### src/rtl/gpio_irq_pkg.sv
package gpio_irq_pkg;

   typedef enum logic [3:0] {
      MODE_OFF  = 4'h0,
      MODE_LOW  = 4'h8,
      MODE_RISE = 4'h9,
      MODE_FALL = 4'hA,
      MODE_BOTH = 4'hB,
      MODE_HIGH = 4'hC
   } irq_mode_e;

   typedef struct packed {
      logic lvl_low;
      logic lvl_high;
      logic edge_rise;
      logic edge_fall;
   } detect_sel_t;

   function automatic detect_sel_t decode_mode(input logic [3:0] code);
      detect_sel_t s;
      s = '0;
      case (code)
         MODE_LOW:  s.lvl_low   = 1'b1;
         MODE_HIGH: s.lvl_high  = 1'b1;
         MODE_RISE: s.edge_rise = 1'b1;
         MODE_FALL: s.edge_fall = 1'b1;
         MODE_BOTH: begin
            s.edge_rise = 1'b1;
            s.edge_fall = 1'b1;
         end
         default:   s = '0;
      endcase
      return s;
   endfunction

endpackage

### src/rtl/gpio_irq_sync.sv
module gpio_irq_sync #(
   parameter int W      = 32,
   parameter int STAGES = 2
) (
   input  logic         clk,
   input  logic         rst_n,
   input  logic [W-1:0] d,
   output logic [W-1:0] q
);

   if (STAGES < 0) begin : g_bad
      $error("gpio_irq_sync: STAGES must not be negative");
   end

   if (STAGES == 0) begin : g_bypass
      assign q = d;
   end else begin : g_chain
      logic [W-1:0] stg [STAGES];

      always_ff @(posedge clk or negedge rst_n) begin
         if (!rst_n) begin
            for (int k = 0; k < STAGES; k++) stg[k] <= '0;
         end else begin
            stg[0] <= d;
            for (int k = 1; k < STAGES; k++) stg[k] <= stg[k-1];
         end
      end

      assign q = stg[STAGES-1];
   end

endmodule

### src/rtl/gpio_irq_pin.sv
module gpio_irq_pin
   import gpio_irq_pkg::*;
(
   input  logic       clk,
   input  logic       rst_n,
   input  logic       level,
   input  logic [3:0] mode,
   output logic       event_o,
   output logic       active_o
);

   logic        prev_q;
   detect_sel_t sel;
   logic        rose, fell;

   always_ff @(posedge clk or negedge rst_n) begin
      if (!rst_n) prev_q <= 1'b0;
      else        prev_q <= level;
   end

   always_comb begin
      sel  = decode_mode(mode);
      rose = level & ~prev_q;
      fell = ~level & prev_q;
   end

   assign event_o  = (sel.lvl_low   & ~level) |
                     (sel.lvl_high  &  level) |
                     (sel.edge_rise &  rose)  |
                     (sel.edge_fall &  fell);
   assign active_o = |sel;

endmodule

### src/rtl/gpio_irq_detect.sv
module gpio_irq_detect #(
   parameter int               NUM_PINS    = 32,
   parameter int               DATA_W      = 32,
   parameter int               ADDR_W      = 8,
   parameter int               SYNC_STAGES = 2,
   parameter int               MODE_LSB    = 16,
   parameter logic [ADDR_W-1:0] STATUS_ADDR = 8'hA0
) (
   input  logic              clk,
   input  logic              rst_n,
   input  logic [31:0]       pins_in,
   input  logic              wr_en,
   input  logic [ADDR_W-1:0] addr,
   input  logic [DATA_W-1:0] wdata,
   output logic [DATA_W-1:0] rdata,
   output logic              irq_out
);

   localparam int CTRL_SPAN = NUM_PINS * 4;
   localparam int MODE_MSB  = MODE_LSB + 3;

   if (NUM_PINS < 1 || NUM_PINS > 32 || NUM_PINS > DATA_W) begin : g_chk_pins
      $error("gpio_irq_detect: NUM_PINS out of range");
   end
   if (MODE_MSB >= DATA_W) begin : g_chk_mode
      $error("gpio_irq_detect: mode field outside data word");
   end
   if (int'(STATUS_ADDR) < CTRL_SPAN) begin : g_chk_map
      $error("gpio_irq_detect: status word overlaps control words");
   end
   if (CTRL_SPAN > (1 << ADDR_W)) begin : g_chk_addr
      $error("gpio_irq_detect: address too narrow");
   end

   logic [NUM_PINS-1:0] level_s;
   logic [NUM_PINS-1:0] evt_vec;
   logic [NUM_PINS-1:0] active_vec;
   logic [NUM_PINS-1:0] status_q, status_nxt, clr_mask;
   logic [DATA_W-1:0]   ctrl_q [NUM_PINS];
   logic                irq_q;
   logic                status_hit;

   gpio_irq_sync #(
      .W      (NUM_PINS),
      .STAGES (SYNC_STAGES)
   ) u_sync (
      .clk   (clk),
      .rst_n (rst_n),
      .d     (pins_in[NUM_PINS-1:0]),
      .q     (level_s)
   );

   for (genvar p = 0; p < NUM_PINS; p++) begin : g_pin
      always_ff @(posedge clk or negedge rst_n) begin
         if (!rst_n)
            ctrl_q[p] <= '0;
         else if (wr_en && addr == ADDR_W'(p * 4))
            ctrl_q[p] <= wdata;
      end

      gpio_irq_pin u_det (
         .clk      (clk),
         .rst_n    (rst_n),
         .level    (level_s[p]),
         .mode     (ctrl_q[p][MODE_MSB:MODE_LSB]),
         .event_o  (evt_vec[p]),
         .active_o (active_vec[p])
      );
   end

   if (NUM_PINS < 32) begin : g_unused_pins
      logic unused_pins;
      assign unused_pins = ^pins_in[31:NUM_PINS];
   end

   assign status_hit = (addr == STATUS_ADDR);

   always_comb begin
      clr_mask   = (wr_en && status_hit) ? wdata[NUM_PINS-1:0] : '0;
      status_nxt = (status_q & ~clr_mask) | evt_vec;
   end

   always_ff @(posedge clk or negedge rst_n) begin
      if (!rst_n) begin
         status_q <= '0;
         irq_q    <= 1'b0;
      end else begin
         status_q <= status_nxt;
         irq_q    <= |status_nxt;
      end
   end

   assign irq_out = irq_q;

   always_comb begin
      rdata = '0;
      if (status_hit) begin
         rdata = DATA_W'(status_q);
      end else begin
         for (int k = 0; k < NUM_PINS; k++) begin
            if (addr == ADDR_W'(k * 4)) rdata = ctrl_q[k];
         end
      end
   end

endmodule

### config.mk
export PLATFORM = sky130hd
export DESIGN_NAME = gpio_irq_detect
export DESIGN_NICKNAME = d
export VERILOG_FILES = /design/src/rtl/gpio_irq_pkg.sv /design/src/rtl/gpio_irq_sync.sv /design/src/rtl/gpio_irq_pin.sv /design/src/rtl/gpio_irq_detect.sv
export SDC_FILE = /design/constraint.sdc
export NUM_CORES = 2
export LEC_CHECK = 0
export BUFFER_PORTS_ARGS = -buffer_cell sky130_fd_sc_hd__buf_4
export CELL_PAD_IN_SITES_DETAIL_PLACEMENT = 0
export CELL_PAD_IN_SITES_GLOBAL_PLACEMENT = 1
export CORE_ASPECT_RATIO = 0.5
export CORE_MARGIN = 3
export CORE_UTILIZATION = 30
export DETAILED_ROUTE_END_ITERATION = 12
export PLACE_DENSITY_LB_ADDON = 0.1
export SLEW_MARGIN = 30
export SYNTH_ARGS = -nofsm -noshare
export SYNTH_HDL_FRONTEND = slang
export SYNTH_SLANG_ARGS = --single-unit
### constraint.sdc
create_clock -name clk -period 3.4 [get_ports clk]
set_input_delay 0.68 -clock clk [delete_from_list [all_inputs] [get_ports clk]]
set_output_delay 0.68 -clock clk [all_outputs]
set_load 0.02 [all_outputs]
# ---- Word-level counts from Yosys, hierarchy flattened
# Index checks and enable logic that the tools add are counted.
dict set report op_classes {
  n_mux 162
  eq_ne 192
  reduce_logical 99
  bitwise 355
}
# cell count
set op_table {}
lappend op_table {{$mux W32} 34}
lappend op_table {{$eq A4 B4 Y1 const B} 160}
lappend op_table {{$and A1 B1 Y1} 192}
lappend op_table {{$eq A8 B7 Y1 const B} 16}
lappend op_table {{$mux W1} 128}
lappend op_table {{$reduce_or A2 Y1} 64}
lappend op_table {{$or A1 B1 Y1} 96}
lappend op_table {{$eq A8 B6 Y1 const B} 8}
lappend op_table {{$not A1 Y1} 64}
lappend op_table {{$logic_and A1 B1 Y1} 33}
lappend op_table {{$and A32 B32 Y32} 1}
lappend op_table {{$eq A8 B5 Y1 const B} 4}
lappend op_table {{$not A32 Y32} 1}
lappend op_table {{$or A32 B32 Y32} 1}
lappend op_table {{$reduce_or A32 Y1} 1}
lappend op_table {{$eq A8 B4 Y1 const B} 2}
lappend op_table {{$eq A8 B3 Y1 const B} 1}
lappend op_table {{$eq A8 B8 Y1 const B} 1}
lappend op_table {{$logic_not A8 Y1} 1}
dict set report word_totals {
  elab_cells 876
  reg_bits 1153
  out_inout_bits 33
  input_bits 75
}

# ---- Depth between registers and ports, before layout
dict set report depth {
  word_depth 34
  depth_mapped 11
  depth_no_buf 7
}

# ---- Hierarchy
# Synthesis repeated with hierarchy kept, for this count alone.
dict set report unflattened {
  hier_cells 4383
  hier_area_um2 53304.9
}
# module n_inst seq_area_each_um2 area_per_inst_um2 cells_each
set by_module_without_submodules {}
lappend by_module_without_submodules {gpio_irq_detect 1 26450.4 48780.5 3999}
lappend by_module_without_submodules {gpio_irq_pin 32 25.0 83.8 9}
lappend by_module_without_submodules {gpio_irq_sync 1 1601.5 1841.8 96}

# ---- Worst setup path after synthesis
# No wires, ideal clock.
dict set report synth_timing {
  path_kind {input port to output port}
  from {input port addr[7]}
  to {output port rdata[7]}
  arrival_time_ps 2886
  stages 11
  setup_slack_ps -166
  path_buffers 4
  cell_sequence {buf_2 -> buf_2 -> nor4bb_1 -> clkbuf_1 -> nand2_1 -> clkbuf_1 -> o21ai_0 -> a221oi_1 -> o21a_1 -> o41ai_1 -> a211oi_1}
}
dict set report synth_between {
  elab_chain_cells 34
}
# element line
set synth_rtl {}
lappend synth_rtl {{start, declared} gpio_irq_detect.sv:13} ;# input logic [ADDR_W-1:0] addr,
lappend synth_rtl {{$logic_not A8 Y1} gpio_irq_detect.sv:101} ;# if (addr == ADDR_W'(k * 4)) rdata = ctrl_q[k];
lappend synth_rtl {{$mux W32 (32 in series)} gpio_irq_detect.sv:101}
lappend synth_rtl {{$mux W32 *} gpio_irq_detect.sv:97} ;# if (status_hit) begin
lappend synth_rtl {{end, declared} gpio_irq_detect.sv:15} ;# output logic [DATA_W-1:0] rdata,
# Mark *: on every way between the ends. The rest lies on a longest branch, timed or not.

# ---- Worst setup path after layout
dict set report layout_timing {
  from {input port addr[2]}
  to {output port rdata[29]}
}
# The elaborated chain is that of the path after synthesis.

==> impl_metrics.json <==
{
  "grt_pass1_vias": 41250,
  "root_buffer": "clkbuf_16",
  "drv_cap": 0,
  "yosys.cell_types.count": 81,
  "ys_seq_elements": 1153,
  "rsz0062_at_grt": "yes",
  "slowest_delay_ns": 0.58,
  "fp.dieW_um": 596.8,
  "fin_crit_sh_pct": 122.2,
  "port_buffers": 107,
  "crit_buf_inv": 7,
  "synthesis.instances": 4164,
  "hold_viol_final": 0,
  "place_congestion": 0.8818,
  "violations": "negative setup slack",
  "critPathTopFamily": "compound AO/OA/AOI/OAI gates",
  "cp-start-kind": "input pin",
  "viasPerCell": 5.573,
  "drt-initial-drc-count": 3459,
  "drv_slew": 0,
  "cts_buffers": 116,
  "ys.warnings.count": 0,
  "postSynthAreaPerCell_um2": 12.57,
  "core-area_um2": 171800,
  "clk_latency_ns": 0.76,
  "grt_max_degree": 100,
  "cts_buffer_depth": 3,
  "wire_per_inst_um": 32.84,
  "yosysSeqAreaShare_pct": 55.11,
  "ys.flop_type": "dfrtp_1",
  "critPathKind": "input pin to output pin",
  "required_ns": 2.72,
  "final_area_um2": 70120,
  "syn_nets": 4239,
  "cts_sinks": 1153,
  "grt_pass1_wl_mm": 332.3,
  "synth_area_leaders": "dfrtp_1 55%, mux2_2 23%, nand2_1 1.6%",
  "setup_viol": 32,
  "synth_largest_area_cell": "dfrtp_1",
  "nNetsFinal": 5001,
  "hold_class": "input pin to register",
  "drc_errors": 0,
  "drive_above_1_share_pct": 51.21,
  "grt.total_usage_pct": 26.20,
  "async_flop_share_pct": 100.0,
  "slew-limit-headroom_pct": 35.31,
  "die_area_um2": 179900,
  "crit_path_end_kind": "output pin",
  "fin_skew_ns": 0.01018,
  "fillers": 16180,
  "routed_wl_mm": 240.0,
  "synth-edff-count": 0,
  "die_h_um": 301.4,
  "outcome": "finished, violations left",
  "synth_top_area_share_pct": 55.11,
  "ir_worst_vdd_mv": 0.3663,
  "netlist_area_um2": 52350,
  "rows": 107,
  "ios": 108,
  "syn2layout_area_growth_pct": 33.94,
  "detailed_place_hpwl_mm": 169.9,
  "start_util_pct": 30.48,
  "overflow": 0,
  "static-leakage-power_nw": 33.50,
  "worstMarginPinSlew_ns": 0.9703,
  "setup_slack_ns": -0.7564,
  "whs_ns": 0.06358,
  "finalCriticalPeriod_ns": 4.156,
  "path_cells": "buf_12 > buf_12 > or4bb_4 > buf_12 > buf_4 > o221ai_2 > a211oi_2 > buf_4 > o211ai_1 > a21oi_1 > buf_4 > o21ai_4 > buf_6",
  "power.density_nw_per_um2": 459.9,
  "antenna_found_initial": 8,
  "worst_path_max_delay_cell": "o211ai_1",
  "tns_ns": -17.03,
  "postRouteAntennaNets": 0,
  "arrival_ns": 3.48,
  "worstPathMaxFanout": 10,
  "post-place-ws_ns": -1.573,
  "drt_first_pass_iters": 7,
  "placed_cell_area_um2": 61570,
  "clkSlewWorstSetupHoldPaths_ns": 0.06,
  "h-tree-depth": 3,
  "dr_total_vias": 40730,
  "cts_tree": "done",
  "max_freq_mhz": 240.6
}
-- per-layer routing --
| layer | routed length (um) | up-vias | track usage (%) |
|---|---|---|---|
| li1 | - | 17080 | - |
| met1 | 114000 | 21960 | 38.40 |
| met2 | 98750 | 1403 | 37.08 |
| met3 | 20920 | 285 | 7.969 |
| met4 | 6330 | 0 | 6.892 |
| met5 | 0 | - | 0 |
-- worst paths after layout --
| check | slack (ns) | end | from | depth (start not counted) |
|---|---|---|---|---|
| worst max register to register | 1.07 | irq_out | ctrl_q[16] | 8 |
| worst min register to register | 0.35 | u_sync.q[4] | u_sync.g_chain.stg[36] | 0 |
| worst max-delay path | -0.76 | rdata[29] | addr[2] | 13 |
| max in group asynchronous | 1.67 | ctrl_q[866] | rst_n | 3 |
| worst min-delay path | 0.06 | u_sync.g_chain.stg[61] | pins_in[29] | 1 |
| min in group asynchronous | 0.47 | ctrl_q[65] | rst_n | 2 |
-- power breakdown --
| part | internal, mW | leakage, nW | switching, mW |
|---|---|---|---|
| clock network | 7.90 | 1.94 | 5.84 |
| registers | 14.5 | 15.6 | 0.867 |
| logic | 1.37 | 15.9 | 1.76 |
| total | 23.8 | 33.5 | 8.47 |
-- synth_stat cells, drive strengths merged (8+ instances only) --
library cell / n
clkbuf: 188
a2111oi: 9
nand3: 43
o31ai: 12
xor2: 31
mux2i: 30
nand3b: 24
inv: 20
a31oi: 23
o31a: 11
a32oi: 8
a22oi: 97
o221ai: 31
a21oi: 122
a211oi: 29
nand4: 12
o21a: 27
o22a: 9
mux2: 1054
o211ai: 13
a2bb2oi: 13
a222oi: 20
nor2: 161
nor4b: 11
o21ai: 132
dfrtp: 1153
buf: 178
o22ai: 127
mux4: 13
nor4: 19
nand2: 224
nand2b: 23
o2111ai: 10
or3: 20
a221oi: 40
nor3: 37
o32ai: 38
a22o: 53
-- sequential cells by signal, indices dropped and copies added, names as in the netlist --
register and count:
irq_out 1, u_sync.g_chain.stg 32, ctrl_q 1024, status_q 32, u_sync.q 32, g_pin.u_det.prev_q 32
-- stage by stage --
stage,std cells,utilization (%),total power [mW]
2_1_floorplan,4164,-,16.38
3_3_place_gp,6944,35.84,18.32
3_5_place_dp,6944,35.84,18.39
4_1_cts,7237,39.69,32.35
5_1_grt,7305,40.82,33.33
6_report,7308,40.82,32.25
-- cell usage in the layout (no fill, tap or decap), types with 48 or more instances in the layout --
cell,instances
nand2_1,176
buf_12,118
buf_4,699
a22o_1,48
o21ai_0,97
nor2_1,117
mux2_2,1054
o22ai_1,109
dfrtp_1,1153
a21oi_1,102
clkbuf_16,123
buf_6,123
a22oi_1,86
-- cell families (layout without fill, tap and decap cells) --
group / after synthesis / count (layout) / share of synthesized area (%)
other: 0 / 4 / 0
AO/OA/AOI/OAI: 868 / 868 / 11.64
multiplexers: 1097 / 1097 / 23.80
buffers and inverters: 386 / 1237 / 2.992
AND/OR/NAND/NOR: 629 / 629 / 5.937
XOR/XNOR: 31 / 31 / 0.5186
flip-flops: 1153 / 1153 / 55.11
-- cell type report --
type	count	area (um2)	share of cell area [%]
Multi-Input combinational cell	2625	24310	34.67
Tap cell	2289	2864	4.084
Clock buffer	173	3431	4.893
Inverter	20	75.07	0.1071
Clock inverter	34	508.0	0.7245
Sequential cell	1153	28850	41.15
Timing Repair Buffer	1010	10070	14.36
Antenna cell	4	10.01	0.01427
-- worst register-to-register path, stage by stage, from the launching register on --
cell and delay (ns):
dfrtp_1 0.50, nor3b_1 0.19, o21ai_0 0.15, o31ai_1 0.11, a22o_1 0.26, nor4_1 0.27, nor4bb_1 0.37, buf_4 0.23
nand4_1 0.12
-- timing repair --
action,4_1_cts,5_1_grt
pin swaps,73,104
endpoints found under the hold margin,74,0
hold buffers,32,0
setup endpoints to repair,32,32
buffers inserted,49,72
resized for setup,365,291
cloned,8,4
Note: power is estimated with default switching activity, not from simulation.
